===== src/rtl/cfg_regbank_pkg.sv =====
package cfg_regbank_pkg;

   localparam int ERR_IDX    = 7;
   localparam int THLD_IDX   = 3;
   localparam int TLEN_HI    = 5;
   localparam int TLEN_LO    = 6;
   localparam int FLAG_W     = 3;
   localparam int FLAG_HIGH  = 0;
   localparam int FLAG_NONE  = 1;
   localparam int FLAG_WEAK  = 2;

   function automatic logic [7:0] reset_val(input int idx);
      case (idx)
         0:       return 8'h45;
         1:       return 8'h40;
         3:       return 8'h03;
         4:       return 8'h1F;
         8:       return 8'h19;
         default: return 8'h00;
      endcase
   endfunction

endpackage


===== src/rtl/cfg_addr_dec.sv =====
module cfg_addr_dec #(
   parameter int ADDR_W   = 4,
   parameter int NUM_REGS = 10
) (
   input  logic [ADDR_W-1:0]   addr,
   output logic [NUM_REGS-1:0] sel,
   output logic                hit
);
   generate
      if (NUM_REGS > (1 << ADDR_W)) begin : g_bad
         $error("cfg_addr_dec: NUM_REGS does not fit the address width");
      end
      for (genvar i = 0; i < NUM_REGS; i++) begin : g_sel
         assign sel[i] = (addr == ADDR_W'(i));
      end
   endgenerate

   assign hit = |sel;

   always_comb begin
      assert (!hit || $onehot(sel)) else $error("assert_onehot_sel_R3");
   end
endmodule


===== src/rtl/cfg_store_reg.sv =====
module cfg_store_reg #(
   parameter int         W   = 8,
   parameter logic [W-1:0] RST = '0
) (
   input  logic         clk,
   input  logic         rst_n,
   input  logic         we,
   input  logic [W-1:0] d,
   output logic [W-1:0] q
);
   always_ff @(posedge clk or negedge rst_n) begin
      if (!rst_n)  q <= RST;
      else if (we) q <= d;
   end

   assert_hold_R3: assert property (@(posedge clk) disable iff (!rst_n)
      !we |=> $stable(q));
endmodule


===== src/rtl/cfg_err_flags.sv =====
module cfg_err_flags
   import cfg_regbank_pkg::*;
(
   input  logic              clk,
   input  logic              rst_n,
   input  logic              clr_all,
   input  logic              clr_none,
   input  logic              ev_weak,
   input  logic              ev_nosig,
   input  logic              ev_high,
   input  logic              thld_max,
   output logic [FLAG_W-1:0] flags,
   output logic              abort
);
   logic [FLAG_W-1:0] set_v, clr_v;

   always_comb begin
      set_v            = '0;
      set_v[FLAG_WEAK] = ev_weak;
      set_v[FLAG_NONE] = ev_nosig;
      set_v[FLAG_HIGH] = ev_high & thld_max;
      clr_v            = '0;
      if (clr_all)  clr_v = '1;
      if (clr_none) clr_v[FLAG_NONE] = 1'b1;
   end

   // events win over a simultaneous clear
   always_ff @(posedge clk or negedge rst_n) begin
      if (!rst_n) begin
         flags <= '0;
         abort <= 1'b0;
      end else begin
         flags <= (flags & ~clr_v) | set_v;
         abort <= clr_none;
      end
   end

   assert_sticky_R6: assert property (@(posedge clk) disable iff (!rst_n)
      (flags[FLAG_WEAK] && !clr_all) |=> flags[FLAG_WEAK]);
   assert_gate_R7: assert property (@(posedge clk) disable iff (!rst_n)
      (!flags[FLAG_HIGH] && !(ev_high && thld_max)) |=> !flags[FLAG_HIGH]);
   assert_clear_R8: assert property (@(posedge clk) disable iff (!rst_n)
      (clr_all && !ev_weak && !ev_nosig && !ev_high) |=> (flags == '0));
   assert_event_wins_R11: assert property (@(posedge clk) disable iff (!rst_n)
      ev_nosig |=> flags[FLAG_NONE]);
   assert_abort_single_R9: assert property (@(posedge clk) disable iff (!rst_n)
      (abort && !clr_none) |=> !abort);
endmodule


===== src/rtl/cfg_regbank.sv =====
module cfg_regbank
   import cfg_regbank_pkg::*;
#(
   parameter int ADDR_W   = 4,
   parameter int DATA_W   = 8,
   parameter int NUM_REGS = 10
) (
   input  logic              clk,
   input  logic              rst_n,
   input  logic [ADDR_W-1:0] bus_addr,
   input  logic [DATA_W-1:0] bus_wdata,
   input  logic              bus_wr,
   input  logic              bus_rd,
   output logic [DATA_W-1:0] bus_rdata,
   input  logic              ev_weak,
   input  logic              ev_nosig,
   input  logic              ev_high,
   output logic              err_n,
   output logic              meas_abort,
   output logic [2:0]        tx_div_sel,
   output logic [4:0]        tx_pulses,
   output logic [2:0]        avg_sel,
   output logic [2:0]        rx_events,
   output logic [1:0]        tof_mode,
   output logic [2:0]        echo_thld,
   output logic [9:0]        timing_len,
   output logic [1:0]        listen_sel
);
   localparam int TLEN_W = 10;
   localparam int HI_W   = TLEN_W - DATA_W;

   generate
      if (DATA_W != 8) begin : g_bad_w
         $error("cfg_regbank: field layout needs DATA_W == 8");
      end
      if (NUM_REGS <= ERR_IDX) begin : g_bad_n
         $error("cfg_regbank: bank too small for the error register");
      end
   endgenerate

   logic [NUM_REGS-1:0] sel;
   logic                hit;
   logic [NUM_REGS-1:0] we;
   logic [DATA_W-1:0]   regq [NUM_REGS];
   logic [FLAG_W-1:0]   flags;
   logic [DATA_W-1:0]   rd_mux;
   logic                thld_max;

   cfg_addr_dec #(.ADDR_W(ADDR_W), .NUM_REGS(NUM_REGS)) u_dec (
      .addr(bus_addr), .sel(sel), .hit(hit)
   );

   assign we = sel & {NUM_REGS{bus_wr}};

   generate
      for (genvar i = 0; i < NUM_REGS; i++) begin : g_reg
         if (i == ERR_IDX) begin : g_err
            assign regq[i] = {{(DATA_W-FLAG_W){1'b0}}, flags};
         end else begin : g_rw
            cfg_store_reg #(.W(DATA_W), .RST(DATA_W'(reset_val(i)))) u_r (
               .clk(clk), .rst_n(rst_n), .we(we[i]),
               .d(bus_wdata), .q(regq[i])
            );
         end
      end
   endgenerate

   assign thld_max = (regq[THLD_IDX][2:0] == 3'h7);

   cfg_err_flags u_err (
      .clk(clk), .rst_n(rst_n),
      .clr_all (we[ERR_IDX] & bus_wdata[FLAG_HIGH]),
      .clr_none(we[ERR_IDX] & bus_wdata[FLAG_NONE]),
      .ev_weak(ev_weak), .ev_nosig(ev_nosig), .ev_high(ev_high),
      .thld_max(thld_max), .flags(flags), .abort(meas_abort)
   );

   assign err_n = ~|flags;

   always_comb begin
      rd_mux = '0;
      for (int i = 0; i < NUM_REGS; i++)
         if (sel[i]) rd_mux = regq[i];
   end

   always_ff @(posedge clk or negedge rst_n) begin
      if (!rst_n)      bus_rdata <= '0;
      else if (bus_rd) bus_rdata <= rd_mux;
   end

   assign tx_div_sel = regq[0][7:5];
   assign tx_pulses  = regq[0][4:0];
   assign avg_sel    = regq[1][5:3];
   assign rx_events  = regq[1][2:0];
   assign tof_mode   = regq[2][1:0];
   assign echo_thld  = regq[THLD_IDX][2:0];
   assign timing_len = {regq[TLEN_HI][HI_W-1:0], regq[TLEN_LO]};
   assign listen_sel = regq[8][1:0];

   assert_rd_reserved_R3: assert property (@(posedge clk) disable iff (!rst_n)
      (bus_rd && !hit) |=> (bus_rdata == '0));
   assert_rd_hold_R2: assert property (@(posedge clk) disable iff (!rst_n)
      !bus_rd |=> $stable(bus_rdata));
   assert_abort_R9: assert property (@(posedge clk) disable iff (!rst_n)
      (bus_wr && bus_addr == ADDR_W'(ERR_IDX) && bus_wdata[FLAG_NONE]) |=> meas_abort);
   assert_err_pin_R10: assert property (@(posedge clk) disable iff (!rst_n)
      ev_weak |=> !err_n);
endmodule


===== config.mk =====
export PLATFORM = sky130hd
export DESIGN_NAME = cfg_regbank
export DESIGN_NICKNAME = d
export VERILOG_FILES = /design/src/rtl/cfg_regbank_pkg.sv /design/src/rtl/cfg_addr_dec.sv /design/src/rtl/cfg_store_reg.sv /design/src/rtl/cfg_err_flags.sv /design/src/rtl/cfg_regbank.sv
export SDC_FILE = /design/constraint.sdc
export NUM_CORES = 1
export LEC_CHECK = 0
export ABC_CLOCK_PERIOD_IN_PS = 3200
export BUFFER_PORTS_ARGS = -buffer_cell sky130_fd_sc_hd__buf_2
export CORE_MARGIN = 2
export CORE_UTILIZATION = 60
export DETAILED_ROUTE_END_ITERATION = 8
export GPL_TIMING_DRIVEN = 0
export PLACE_DENSITY = 0.8
export SKIP_LAST_GASP = 1
export SLEW_MARGIN = 0
export SYNTH_ARGS = -nofsm -noshare
export SYNTH_HDL_FRONTEND = slang
export SYNTH_HIERARCHICAL = 1
export SYNTH_SLANG_ARGS = --single-unit

===== constraint.sdc =====
create_clock -name clk -period 3.2 [get_ports clk]
set_input_delay 0 -clock clk [delete_from_list [all_inputs] [get_ports clk]]
set_output_delay 0 -clock clk [all_outputs]
set_load 0.02 [all_outputs]

Word-level counts from Yosys, hierarchy flattened. Cells that the tools add are included.

Bits in registers: 84. Word-level logic and storage cells: 44.

Reduce and logical (&&, ||, !) cells: 3. Equal/unequal tests: 10. Bitwise gates (word level): 7. Multiplexer cells: 12.

Operator list (number): 8-bit 2-to-1 mux (10); 4-bit by 3-bit equality test with 1-bit output, second input constant (4); 10-bit bitwise AND (1); 4-bit by 2-bit equality test with 1-bit output, second input constant (2); 4-bit equality test, second input constant (2); 4-bit by 1-bit equality test with 1-bit output, second input constant (1); 4-bit logical NOT (1); 1-bit bitwise AND (3); 3-bit bitwise AND (1); 3-bit equality test, second input constant (1); 3-bit 2-to-1 mux (1); 3-bit NOT (1); 3-bit bitwise OR (1); 3-bit OR reduction (1); 1-bit logical NOT (1); 1-bit 2-to-1 mux (1).

Logic depth before layout (Yosys ltp). Gate-level depths: netlist of the first run.

Word-level depth: 11. Mapped depth: 7. Depth with buffers taken out: 5.

Cells and area by module. Netlist of the first run, hierarchy kept.

By module, submodules not included: cfg_store_reg at g_reg[2].g_rw.u_r ... (cells an instance 17, sequential area each 200.2 sq um, times used 4, area each 331.6 sq um); cfg_regbank (cells an instance 139, sequential area each 200.2 sq um, times used 1, area each 1153.6 sq um); cfg_store_reg at g_reg[0].g_rw.u_r ... (cells an instance 17, sequential area each 203.9 sq um, times used 2, area each 335.3 sq um); cfg_store_reg at g_reg[4].g_rw.u_r (cells an instance 17, sequential area each 206.4 sq um, times used 1, area each 337.8 sq um); cfg_store_reg at g_reg[3].g_rw.u_r (cells an instance 17, sequential area each 202.7 sq um, times used 1, area each 334.1 sq um); cfg_store_reg at g_reg[1].g_rw.u_r (cells an instance 17, sequential area each 201.4 sq um, times used 1, area each 332.8 sq um); cfg_addr_dec (cells an instance 15, sequential area each 0.0 sq um, times used 1, area each 187.7 sq um); cfg_err_flags (cells an instance 9, sequential area each 100.1 sq um, times used 1, area each 132.6 sq um).

Least setup slack after synthesis of the first run. No wires, ideal clock.

Path type: in2reg. From: in bus_addr[0]. To: reg g_reg[4].g_rw.u_r.q[5]. Setup time: 125 ps. Path buffers: 3. Cell stages on the path: 6. Setup slack: 1653 ps. Arrival time: 1422 ps. Cells stage by stage: buf_4 > nor4b_2 > clkbuf_8 > and2_1 > buf_6 > mux2_4.

Longest elaborated chain between the ends: 2.

Ends and longest elaborated chain: from (decl) (line cfg_regbank.sv:10) `input logic [ADDR_W-1:0] bus_addr,`; 4-bit by 3-bit equality test with 1-bit output (line cfg_addr_dec.sv:14) `assign sel[i] = (addr == ADDR_W'(i));`; net sel[4] (line cfg_regbank.sv:41) `logic [NUM_REGS-1:0] sel;`; 10-bit bitwise AND (line cfg_regbank.sv:53) `assign we = sel & {NUM_REGS{bus_wr}};`; net we[4] (line cfg_regbank.sv:43) `logic [NUM_REGS-1:0] we;`; to (signal assigned) (line cfg_store_reg.sv:12) `if (!rst_n) q <= RST;`; to (signal assigned) (line cfg_store_reg.sv:13) `else if (we) q <= d;`; to (decl) (line cfg_store_reg.sv:9) `output logic [W-1:0] q`.

The timed path passes the listed nets, and every way through them passes these cells. A chain may end at the register's enable or synchronous reset.

Worst setup path in the final report of the first run.
From: in bus_addr[3]. To: reg g_reg[4].g_rw.u_r.q[5].

Same word-level chain as after synthesis.

==> flow_metrics.py, run 1 <==
metrics = {
    "outcome": {
        "status": "finished clean",
    },
    "placed_design": {
        "gp_congestion": 0.809,
        "io_buffers": 58,
        "place_hpwl_um": 7040,
    },
    "routing": {
        "drt-total-wl_um": 9740,
        "vias_per_cell": 5.83,
        "ant_nets": 0,
        "drc": 0,
        "vias": 2880,
        "drt_first_pass_iters": 4,
        "drt-wirelength-per-cell_um": 19.7,
        "drt_iter0_markers": 101,
    },
    "clock_network": {
        "clk_path_buf_depth": 2,
        "post_cts_resized": 0,
        "clock-root-buffer": "clkbuf_8",
        "clk_pin_slew_ns": 0.09,
        "cts_tree": "done",
        "clk_latency_ns": 0.36,
        "post_cts_buffers": 0,
        "ctsHoldBuffers": 5,
        "cts_buffers": 9,
        "htree_levels": 3,
        "clkSinkCount": 84,
    },
    "final_layout": {
        "area_growth_pct": 15.7,
        "fill_cells": 519,
        "postLayoutCoreUtil_pct": 71.3,
        "drive_above_1_share_pct": 54.4,
        "final_cell_mix": "mux2_4 (72), dfrtp_1 (70), buf_2 (59), buf_6 (15), dfstp_2 (14)",
        "antenna_cells": 0,
        "layout_commonest_cell": "mux2_4",
        "seq_area_sq_um": 2120,
        "fin_nets": 409,
        "multi_input_area_sq_um": 2090,
    },
    "sta": {
        "hold_viol": 0,
        "fin_crit_sh_pct": 44.8,
        "maxSlewViolCount": 0,
        "worst_slew_pin_slew_ns": 0.534,
        "skew_ns": 0.00969,
        "finalSetupViolCount": 0,
        "rsz0062_at_grt": "no",
        "fin_tns_setup_ns": 0,
        "max_freq_mhz": 697,
        "slew_headroom_pct": 64.3,
        "period_minus_slack_ns": 1.43,
    },
    "floorplan": {
        "placementRows": 31,
        "die-area_sq_um": 8160,
        "core_area_sq_um": 7250,
        "dieWidth_um": 90.3,
        "initial_core_util_pct": 61.6,
        "ios": 60,
        "die_h_um": 90.3,
    },
    "critical_path": {
        "path_cells": "buf_2 -> buf_6 -> nor4b_2 -> clkbuf_8 -> and2_1 -> buf_6 -> mux2_4",
        "timing.critical_path.mode_cell": "buf_6",
        "slowest_stage": "nor4b_2",
        "critPathMaxFanout": 10,
        "critPathLaunchType": "input pin",
        "crit_type": "input pin to flip-flop",
        "worstPathArrival_ns": 1.68,
        "required_ns": 3.45,
        "slowest_delay_ns": 0.53,
        "cp-end-kind": "flip-flop",
    },
    "synthesis": {
        "syn_area_per_cell_sq_um": 14.2,
        "yosys_warnings": 6,
        "synth_area_sq_um": 4470,
        "synth_nets": 334,
        "syn_inst": 315,
    },
    "global_route": {
        "grt_pass1_vias": 3018,
        "grt_pass1_wl_um": 15900,
        "antenna_found_initial": 0,
        "grt_max_degree": 67,
        "grtUsageTotal_pct": 25.1,
        "overflow": 0,
    },
    "power": {
        "p_leak_nw": 2.32,
        "powerDensity_nw_per_um2": 599,
        "vdd_drop_max_mv": 0.330,
    },
    "flow_run": {
        "max_cap_viol_count": 0,
    },
    "hold_path": {
        "hold_class": "input pin to flip-flop",
    },
}
==> power by group <==
part / total, mW / switching, mW / internal (mW)
combinational: 0.779 / 0.351 / 0.429
clock: 0.798 / 0.409 / 0.389
sequential: 1.52 / 0.195 / 1.32
total: 3.10 / 0.955 / 2.14
==> metrics by stage <==
stage,total power [mW],worst slack [ns],instance area [sq um],hold WS (ns),instances
4_1_cts,3.11,1.80,5170,0.00232,494
2_1_floorplan,2.04,1.65,4470,-0.296,315
3_5_place_dp,2.31,1.42,4910,-0.107,473
5_1_grt,3.24,1.69,5170,0.0118,494
3_3_place_gp,2.26,1.45,4880,0.179,472
6_report,3.10,1.77,5170,0.0283,494
==> worst paths after layout <==
| path | to | depth (start not counted) | start | slack, ns |
|---|---|---|---|---|
| min in group asynchronous | g_reg[9].g_rw.u_r/q[5] | 2 | rst_n | 0.05 |
| setup reg to reg | bus_rdata[4] | 3 | g_reg[1].g_rw.u_r/q[4] | 1.91 |
| setup / recovery | g_reg[4].g_rw.u_r/q[5] | 7 | bus_addr[3] | 1.77 |
| hold / removal | g_reg[9].g_rw.u_r/q[3] | 2 | bus_wdata[3] | 0.03 |
| max in group asynchronous | g_reg[4].g_rw.u_r/q[1] | 3 | rst_n | 2.49 |
| hold reg to reg | g_reg[9].g_rw.u_r/q[1] | 1 | g_reg[9].g_rw.u_r/q[1] | 0.52 |
==> registers in the layout, indices dropped and copies added (netlist names) <==
| register | flops |
|---|---|
| bus_rdata | 8 |
| u_err/abort | 1 |
| u_err/flags | 3 |
| g.g_rw.u_r/q | 72 |
==> critical path, delay by kind of cell <==
family | cells | cell delay, ns
buffers and inverters | 4 | 0.69
and+or+nand+nor | 2 | 0.67
muxes | 1 | 0.31
==> final cells by class <==
| class | instances | area share (%) |
|---|---|---|
| Buffer | 24 | 4.45 |
| Inverter | 9 | 0.653 |
| Multi-Input combinational cell | 198 | 40.3 |
| Clock buffer | 10 | 2.66 |
| Clock inverter | 6 | 1.35 |
| Timing Repair Buffer | 64 | 7.16 |
| Tap cell | 99 | 2.39 |
| Sequential cell | 84 | 41.0 |
==> metal layers <==
metal / GRT usage [%] / vias up / wire length, um
li1: - / 1331 / -
met2: 41.5 / 82 / 4850
met4: 8.08 / 0 / 50
met3: 4.67 / 6 / 405
met1: 33.9 / 1461 / 4440
met5: 0 / - / 0
No activity file was read; power rests on OpenSTA's default activity.
==> run 2: changes to the inputs <==
Settings changed: ABC_AREA set to 1, ABC_CLOCK_PERIOD_IN_PS 3200 to 1400, CORE_UTILIZATION 60 to 57, PLACE_DENSITY 0.8 to 0.76.
Clock period 3.2 ns to 1.4 ns, I/O delays scaled along.
==> run 2 against run 1 <==
Effect of this change:
- critical path depth grew 3
- final cell count increased by 54%
- sequential power rose by 120%
- synthesized area decreased by 3.5%
- synthesized cell count is 83% higher
==> flow_metrics.py, run 2 <==
metrics = {
    "sta": {
        "slew_headroom_pct": 56.0,
        "hold_viol": 0,
        "finalSetupViolCount": 0,
        "maxSlewViolCount": 0,
        "fin_tns_setup_ns": 0,
        "fin_crit_sh_pct": 96.5,
        "rsz0062_at_grt": "yes",
        "skew_ns": 0.00862,
        "period_minus_slack_ns": 1.35,
        "worst_slew_pin_slew_ns": 0.660,
        "hold_slack_ns": 0.0155,
        "max_freq_mhz": 740,
    },
    "floorplan": {
        "ios": 60,
        "die_h_um": 91.0,
        "core_area_sq_um": 7290,
        "initial_core_util_pct": 59.2,
        "placementRows": 31,
        "die-area_sq_um": 8280,
        "dieWidth_um": 91.0,
    },
    "routing": {
        "vias_per_cell": 5.04,
        "drt_first_pass_iters": 5,
        "drt_iter0_markers": 374,
        "vias": 3843,
        "drc": 0,
        "drt-total-wl_um": 10900,
        "drt-wirelength-per-cell_um": 14.3,
        "ant_nets": 0,
    },
    "placed_design": {
        "placed_cells": 736,
        "io_buffers": 59,
        "gp_congestion": 0.865,
        "place_hpwl_um": 7480,
    },
    "synthesis": {
        "synth_area_sq_um": 4320,
        "syn_inst": 577,
        "synth_nets": 596,
        "yosys_warnings": 6,
        "syn_area_per_cell_sq_um": 7.48,
    },
    "clock_network": {
        "cts_tree": "done",
        "clock-root-buffer": "clkbuf_8",
        "clk_path_buf_depth": 2,
        "clk_pin_slew_ns": 0.09,
        "clk_latency_ns": 0.34,
        "clkSinkCount": 84,
        "cts_buffers": 9,
        "htree_levels": 3,
    },
    "critical_path": {
        "cp-end-kind": "flip-flop",
        "timing.critical_path.mode_cell": "nand2_1",
        "critPathLaunchType": "flip-flop",
        "path_cells": "a21oi_1 -> nand2_1 -> nand2_1 -> nand2_1 -> nand2_1 -> nand2_1 -> nand2_1 -> nand2_1 -> nand2_1 -> nand2_1",
        "worstPathArrival_ns": 1.59,
        "slowest_delay_ns": 0.42,
        "critPathLaunch": "g_reg[1].g_rw.u_r/q[3]",
        "cp_num_buf_inv": 0,
        "rr_startpoint": "g_reg[1].g_rw.u_r/q[3]",
        "crit_type": "flip-flop to flip-flop",
        "slowest_stage": "dfrtp_1",
        "critPathMaxFanout": 3,
        "cp_top_family": "simple AND/OR/NAND/NOR gates",
        "required_ns": 1.64,
    },
    "global_route": {
        "overflow": 0,
        "grt_max_degree": 49,
        "antenna_found_initial": 0,
        "grt_pass1_vias": 3654,
        "grt_pass1_wl_um": 17900,
        "grtUsageTotal_pct": 27.6,
    },
    "final_layout": {
        "layout.cells.non_filler": 763,
        "area_growth_pct": 17.8,
        "antenna_cells": 0,
        "fill_cells": 640,
        "largest_reg_flops": 72,
        "largest_register": "g.g_rw.u_r/q",
        "final_cell_mix": "nand2_1 (308), dfrtp_1 (70), buf_2 (59), a21oi_1 (53), inv_1 (46)",
        "layout_commonest_cell": "nand2_1",
        "drive_above_1_share_pct": 22.0,
        "postLayoutCoreUtil_pct": 69.7,
        "fin_nets": 678,
        "top_regs": "g.g_rw.u_r/q x72, bus_rdata x8, u_err/flags x3",
    },
    "hold_path": {
        "hold_class": "input pin to flip-flop",
        "min-delay-start": "bus_wdata[5]",
    },
    "power": {
        "vdd_drop_max_mv": 0.684,
        "p_leak_nw": 2.91,
        "powerDensity_nw_per_um2": 1240,
        "power_mw": 6.32,
    },
    "outcome": {
        "status": "finished clean",
    },
    "flow_run": {
        "max_cap_viol_count": 0,
    },
}
run 2: worst reg2reg max path, cell delays in order, from the launching register on:
cell and delay (ns):
dfrtp_1 0.42, a21oi_1 0.17, nand2_1 0.11, nand2_1 0.08, nand2_1 0.07, nand2_1 0.06, nand2_1 0.07, nand2_1 0.08
nand2_1 0.07, nand2_1 0.07, nand2_1 0.05
run 2: worst paths after layout:
| check | slack, ns | to | cells past startpoint |
|---|---|---|---|
| worst max-delay path | 0.05 | bus_rdata[3] | 10 |
| worst min-delay path | 0.02 | g_reg[0].g_rw.u_r/q[5] | 3 |
| worst max register to register | 0.05 | bus_rdata[3] | 10 |
| worst min register to register | 0.46 | g_reg[4].g_rw.u_r/q[0] | 2 |
| max in group asynchronous | 0.59 | g_reg[8].g_rw.u_r/q[0] | 3 |
| min in group asynchronous | 0.15 | g_reg[1].g_rw.u_r/q[0] | 2 |
run 2: layer usage:
layer	wire, um	up-vias	track usage [%]	share of wire, %
met2	5420	140	45.7	50
met4	182	0	8.84	1.7
li1	-	1913	-	-
met5	0	-	0	0
met1	4670	1772	38.0	43
met3	659	18	3.40	6.0
run 2: area by class of cell:
class | count | area [sq um] | area share, %
plain buffers | 27 | 304 | 5.98
clock buffers | 11 | 151 | 2.98
clock inverters | 5 | 36.3 | 0.714
inverters | 60 | 225 | 4.43
multi-input cells | 406 | 1690 | 33.2
flip-flops and latches | 84 | 2120 | 41.7
well taps | 99 | 124 | 2.44
repair buffers | 71 | 433 | 8.52
run 2: what timing repair did:
item / in CTS / in global routing
setup buffers: 0 / 1
setup endpoints to repair: 0 / 4
hold buffers: 10 / 0
gates resized for setup: 0 / 7
hold endpoints to repair: 54 / 0
run 2: metrics by stage:
stage | area (sq um) | worst slack, ns
2_1_floorplan | 4320 | 0.274
3_3_place_gp | 4730 | -0.299
3_5_place_dp | 4760 | -0.0331
4_1_cts | 5050 | 0.0642
5_1_grt | 5080 | -0.0160
6_report | 5080 | 0.0495
run 2: where the power goes:
group	switching, mW	internal, mW
clock network	0.867	0.741
logic	0.932	0.506
registers	0.322	2.95
